### src/rtl/apt_pkg.sv
package apt_pkg;
   typedef logic [7:0] prio_t;
   localparam prio_t IDLE_PRIO = 8'hFF;
   localparam int    WORD_BITS = 32;
endpackage

### src/rtl/apt_lowest.sv
module apt_lowest #(
   parameter int W    = 32,
   parameter int IDXW = $clog2(W)
) (
   input  logic [W-1:0]    vec_i,
   output logic            found_o,
   output logic [IDXW-1:0] idx_o
);
   always_comb begin
      found_o = 1'b0;
      idx_o   = '0;
      for (int i = W - 1; i >= 0; i--) begin
         if (vec_i[i]) begin
            found_o = 1'b1;
            idx_o   = IDXW'(i);
         end
      end
   end
endmodule

### src/rtl/apt_bitmap.sv
module apt_bitmap #(
   parameter int NBITS = 128,
   parameter int IDXW  = $clog2(NBITS)
) (
   input  logic             clk,
   input  logic             rst_n,
   input  logic             clr_i,
   input  logic             set_en_i,
   input  logic [IDXW-1:0]  set_idx_i,
   input  logic             unset_en_i,
   input  logic [IDXW-1:0]  unset_idx_i,
   output logic [NBITS-1:0] map_o
);
   always_ff @(posedge clk) begin
      if (!rst_n || clr_i) begin
         map_o <= '0;
      end else begin
         if (unset_en_i) map_o[unset_idx_i] <= 1'b0;
         if (set_en_i)   map_o[set_idx_i]   <= 1'b1;
      end
   end
endmodule

### src/rtl/apt_tracker.sv
module apt_tracker
   import apt_pkg::*;
#(
   parameter int PRIO_BITS = 7
) (
   input  logic       clk,
   input  logic       rst_n,
   input  logic       clr_i,
   input  logic       act_valid_i,
   input  logic       act_grp_i,
   input  logic [7:0] act_prio_i,
   input  logic       drop_valid_i,
   output logic [7:0] drop_prio_o,
   output logic       drop_grp_o,
   output logic       drop_done_o,
   output logic [7:0] run_prio_o
);
   localparam int NWORDS  = 1 << (PRIO_BITS - 5);
   localparam int NBITS   = NWORDS * WORD_BITS;
   localparam int IDXW    = PRIO_BITS;
   localparam int POSW    = $clog2(WORD_BITS);
   localparam int MIN_BPR = 7 - PRIO_BITS;
   localparam int SHIFT   = MIN_BPR + 1;

   generate
      if (PRIO_BITS < 5 || PRIO_BITS > 7) begin : g_bad_prio_bits
         $error("apt_tracker: PRIO_BITS must lie in 5..7");
      end
   endgenerate

   logic [NBITS-1:0] map [2];
   logic [IDXW-1:0]  act_idx;
   logic [IDXW-1:0]  hit_idx;
   logic             hit_any;
   logic             hit_grp;

   assign act_idx = IDXW'(act_prio_i >> SHIFT);

   // one storage bank per group
   for (genvar g = 0; g < 2; g++) begin : g_grp
      apt_bitmap #(.NBITS(NBITS), .IDXW(IDXW)) u_map (
         .clk         (clk),
         .rst_n       (rst_n),
         .clr_i       (clr_i),
         .set_en_i    (act_valid_i && (act_grp_i == 1'(g))),
         .set_idx_i   (act_idx),
         .unset_en_i  (drop_valid_i && hit_any && (hit_grp == 1'(g))),
         .unset_idx_i (hit_idx),
         .map_o       (map[g])
      );
   end

   // per-word trailing-zero compare, group 0 wins ties
   logic [NWORDS-1:0] w_any;
   logic [NWORDS-1:0] w_grp;
   logic [POSW-1:0]   w_pos [NWORDS];

   for (genvar w = 0; w < NWORDS; w++) begin : g_word
      logic            f0, f1;
      logic [POSW-1:0] i0, i1;
      logic [POSW:0]   tz0, tz1;

      apt_lowest #(.W(WORD_BITS), .IDXW(POSW)) u_low0 (
         .vec_i (map[0][w*WORD_BITS +: WORD_BITS]), .found_o (f0), .idx_o (i0));
      apt_lowest #(.W(WORD_BITS), .IDXW(POSW)) u_low1 (
         .vec_i (map[1][w*WORD_BITS +: WORD_BITS]), .found_o (f1), .idx_o (i1));

      assign tz0      = f0 ? {1'b0, i0} : (POSW+1)'(WORD_BITS);
      assign tz1      = f1 ? {1'b0, i1} : (POSW+1)'(WORD_BITS);
      assign w_any[w] = f0 || f1;
      assign w_grp[w] = !(tz0 <= tz1);
      assign w_pos[w] = (tz0 <= tz1) ? i0 : i1;
   end

   // first non-empty word in ascending order
   always_comb begin
      hit_any = 1'b0;
      hit_grp = 1'b0;
      hit_idx = '0;
      for (int w = NWORDS - 1; w >= 0; w--) begin
         if (w_any[w]) begin
            hit_any = 1'b1;
            hit_grp = w_grp[w];
            hit_idx = IDXW'(w * WORD_BITS) + IDXW'(w_pos[w]);
         end
      end
   end

   assign run_prio_o = hit_any ? 8'(32'(hit_idx) << SHIFT) : IDLE_PRIO;

   always_ff @(posedge clk) begin
      if (!rst_n) begin
         drop_prio_o <= IDLE_PRIO;
         drop_grp_o  <= 1'b0;
         drop_done_o <= 1'b0;
      end else begin
         drop_done_o <= drop_valid_i;
         if (drop_valid_i) begin
            drop_prio_o <= run_prio_o;
            drop_grp_o  <= hit_any && hit_grp;
         end
      end
   end

   // strobe follows each drop request by one cycle
   a_r10_done_pulse: assert property (@(posedge clk) disable iff (!rst_n)
      drop_valid_i |=> drop_done_o);
   a_r10_done_quiet: assert property (@(posedge clk) disable iff (!rst_n)
      !drop_valid_i |=> !drop_done_o);
   // drop reports the running priority seen at the request
   a_r3_drop_value: assert property (@(posedge clk) disable iff (!rst_n)
      drop_valid_i |=> drop_prio_o == $past(run_prio_o));
   // a drop never makes the running priority more urgent
   a_r3_drop_monotone: assert property (@(posedge clk) disable iff (!rst_n)
      (drop_valid_i && !act_valid_i && !clr_i) |=> run_prio_o >= $past(run_prio_o));
   // after an activate the tracker is not idle
   a_r2_act_busy: assert property (@(posedge clk) disable iff (!rst_n)
      (act_valid_i && !clr_i) |=> run_prio_o != IDLE_PRIO);
   // clear leaves the tracker idle
   a_r8_clear_idle: assert property (@(posedge clk) disable iff (!rst_n)
      clr_i |=> run_prio_o == IDLE_PRIO);
   // idle output exactly when both maps are empty
   a_r7_idle_empty: assert property (@(posedge clk) disable iff (!rst_n)
      (map[0] == '0 && map[1] == '0) == (run_prio_o == IDLE_PRIO));
   // activate and drop are exclusive
   a_r2_no_overlap: assert property (@(posedge clk) disable iff (!rst_n)
      !(act_valid_i && drop_valid_i));
endmodule

### config.mk
export PLATFORM = sky130hd
export DESIGN_NAME = apt_tracker
export DESIGN_NICKNAME = d
export VERILOG_FILES = /design/src/rtl/apt_pkg.sv /design/src/rtl/apt_lowest.sv /design/src/rtl/apt_bitmap.sv /design/src/rtl/apt_tracker.sv
export SDC_FILE = /design/constraint.sdc
export NUM_CORES = 1
export LEC_CHECK = 0
export ABC_AREA = 1
export BUFFER_PORTS_ARGS = -buffer_cell sky130_fd_sc_hd__buf_2
export CAP_MARGIN = 20
export CORE_MARGIN = 1.5
export CORE_UTILIZATION = 40
export CTS_BUF_LIST = sky130_fd_sc_hd__clkbuf_8
export CTS_CLUSTER_SIZE = 10
export DETAILED_ROUTE_END_ITERATION = 7
export PLACE_DENSITY = 0.59
export SKIP_CTS_REPAIR_TIMING = 1
export SYNTH_ARGS = -nofsm -noshare
export SYNTH_HDL_FRONTEND = slang
export SYNTH_HIERARCHICAL = 1
export SYNTH_SLANG_ARGS = --single-unit
### constraint.sdc
create_clock -name clk -period 4.5 [get_ports clk]
set_input_delay 0.9 -clock clk [delete_from_list [all_inputs] [get_ports clk]]
set_output_delay 0.9 -clock clk [all_outputs]
set_load 0.02 [all_outputs]
==> key figures <==
Synthesis
  • Synth area leaders: dfxtp_1 34%, nand2_1 23%, inv_1 9.0%
  • Gate Count Post-Synth: 2617
  • Syn. warnings: 6
  • Mapped Area: 15900 um2
  • Most frequent cell after synthesis: nand2_1
  • Synth Register Bits: 266
  • Number of synthesized flops with an enable pin: 0
  • Synth top area share: 0.336
  • Top post-synthesis cells by count: 960 x nand2_1, 382 x inv_1, 285 x a21oi_1
  • Post-synth ARST share: 0
  • Ys flop type: dfxtp_1
  • Count of cell types in the netlist: 37
  • Register area share after synthesis: 0.336
  • Area leader, netlist: dfxtp_1
  • Syn Area/Cell: 6.06 um2
  • Syn_nets: 2659

Routing
  • First-pass detailed-route iteration total: 6
  • WL met2: 23100 um
  • Routed wire length: 52200 um
  • Iter 0 DRT Violations: 1346
  • DR vias: 16700
  • Met3 routed wirelength: 3360 um
  • DR top layer: met4
  • DRT antenna net count: 0
  • DRT met1 WL: 24300 um
  • DR vias/cell: 5.16
  • Drt wl/cell: 16.2 um
  • Drc violations: 0

Die
  • Die area: 40900 um2
  • Core ar.: 38900 um2
  • Ports: 32
  • Starting density of the core: 0.408
  • Die outline width: 202 um
  • Vert. Die Dim: 202 um
  • Num rows: 72

Global routing
  • First-pass GRT wire length: 80200 um
  • Initial antenna violation count: 0
  • Vias in the first global route: 15100
  • Largest net degree at the start of global routing: 80
  • GRT Total Usage: 0.249
  • Total gr overflow: 0

Min path
  • Hold WC Path Type: flip-flop to flip-flop

Run status
  • Status: complete, but fails checks
  • Violated checks: negative setup slack

Final layout
  • Layout area overhead: 13.9%
  • N_diodes: 0
  • Layout Cells excl Fill: 3231
  • Share of cells above drive strength 1: 0.118
  • Nets: 2720

Clock network
  • Root Buffer: clkbuf_8
  • Worst-path clk slew: 0.06 ns
  • Total CTS buffers: 47
  • Clk buf depth: 3
  • Clock sink total: 266
  • Htree depth: 2
  • CTS tree: yes
  • Clk_lat worst skew: 0.61 ns

Critical path
  • CP Capture Type: primary output
  • Worst EP arrival: 3.91 ns
  • CP dominant cell by count: nand2_1
  • CP Max Fanout: 7
  • Worst EP required: 3.60 ns
  • CP max stage delay: 0.33 ns
  • Worst Setup Path Type: flip-flop to primary output
  • CP max-delay cell: dfxtp_2
  • Worst Setup Start Kind: flip-flop

Power
  • P_sw: 1.41 mW
  • Combinational power share: 0.087
  • Leakage power total: 7.51 nW
  • Sequential power share: 0.448
  • P_int: 3.88 mW
  • PwrDens: 293 nW/um2
  • Tot Pwr: 5.29 mW
  • Maximum VDD drop: 0.152 mV
  • Clock share of power: 0.465
  • Switch share: 0.267

STA
  • FMAX: 208 MHz
  • Worst-margin pin slew: 1.19 ns
  • Min cycle time layout: 4.81 ns
  • Setup TNS: -1.50 ns
  • Hold Vio Cnt, Final: 0
  • Pins over their slew limit: 0
  • Unrepaired setup endpoints after global routing: yes
  • Min Hold Slack: 0.459 ns
  • Worst Clk Skew: 0.0393 ns
  • Final setup viols: 6
  • Tcrit/Tclk final: 1.07
  • Relative slew slack: 0.206
  • Post-route setup slack: -0.314 ns

Place
  • Post-DP HPWL: 34600 um
  • Pre-CTS WS: 0.153 ns
  • Placed insts: 3137
  • Port Buf Inserts: 30
  • RePlAce Congestion: 0.948

Run
  • Max Cap Viol: 0
-- placed cells by master, fill, tap and decap left out, types with 9 or more instances in the layout --
master	Yosys	layout
nor2_4	7	11
nand3_4	5	10
buf_2	15	25
nor2_2	5	10
buf_6	6	11
a21oi_2	21	21
buf_4	4	34
inv_2	38	43
nand3_2	7	16
inv_1	382	388
nor3_1	18	17
o21bai_1	9	9
nand3_1	61	47
clkinv_2	0	9
o21ai_0	165	142
nand2_1	960	941
o21ai_1	13	33
ha_1	28	27
clkbuf_8	0	58
nand2_2	15	31
a31oi_1	9	9
nor2_1	187	178
nor4_1	24	24
dfxtp_1	266	260
a21oi_1	285	285
-- flip-flops by register name, summed over array words and instances (netlist names) --
register,cells
drop_done_o,1
drop_grp_o,1
drop_prio_o,8
g_grp.u_map/map_o,256
-- routing by layer --
layer / global-route usage / vias to the layer above
met4: 0.0794 / 0
met3: 0.0356 / 99
met1: 0.346 / 7717
met2: 0.398 / 524
li1: - / 8330
met5: 0 / -
-- stage by stage --
step,area [um2],util
floorplan,15900,-
finish,18100,0.464
global placement,16700,0.428
global route,18100,0.464
CTS,17700,0.455
detailed placement,16700,0.428
-- logic make-up after synthesis --
| logic type | count (synthesis) | share of synthesized area |
|---|---|---|
| compound gates | 530 | 0.181 |
| buf+inv | 484 | 0.119 |
| flops | 266 | 0.336 |
| simple gates | 1309 | 0.342 |
| fa+ha+maj | 28 | 0.0221 |
-- cell type report --
class,instances,area [um2]
well taps,518,648
clock inverters,26,221
flip-flops and latches,266,5330
fillers,4160,20800
multi-input cells,1867,8880
inverters,421,1580
clock buffers,58,798
repair buffers,75,607
-- final timing paths --
kind	cells past startpoint	end	start	slack [ns]
setup / recovery	44	run_prio_o[4]	g_grp[1].u_map/map_o[126]$_SDFF_PP0_	-0.31
hold / removal	2	drop_prio_o[0]$_SDFFE_PN1P_	drop_prio_o[0]$_SDFFE_PN1P_	0.46
setup reg to reg	20	g_grp[0].u_map/map_o[53]$_SDFF_PP0_	g_grp[0].u_map/map_o[63]$_SDFF_PP0_	0.21
hold reg to reg	2	drop_prio_o[0]$_SDFFE_PN1P_	drop_prio_o[0]$_SDFFE_PN1P_	0.46
-- critical path, delay by kind of cell, from the launching register on --
| family | cells | cell delay [ns] |
|---|---|---|
| AOI/OAI and AO/OA | 2 | 0.23 |
| and+or+nand+nor | 38 | 2.32 |
| adders and majority gates | 1 | 0.16 |
| DFF | 1 | 0.33 |
| buffers and inverters | 3 | 0.28 |
-- power by group through the flow --
| stage | Clock [mW] | Sequential, mW | Combinational, mW |
|---|---|---|---|
| finish | 2.46 | 2.37 | 0.462 |
| floorplan | 0 | 2.43 | 0.250 |
| CTS | 2.51 | 2.37 | 0.417 |
| global route | 2.61 | 2.37 | 0.497 |
| detailed placement | 0 | 2.42 | 0.416 |
| global placement | 0 | 2.42 | 0.412 |
Note: power is estimated with default switching activity, not from simulation.
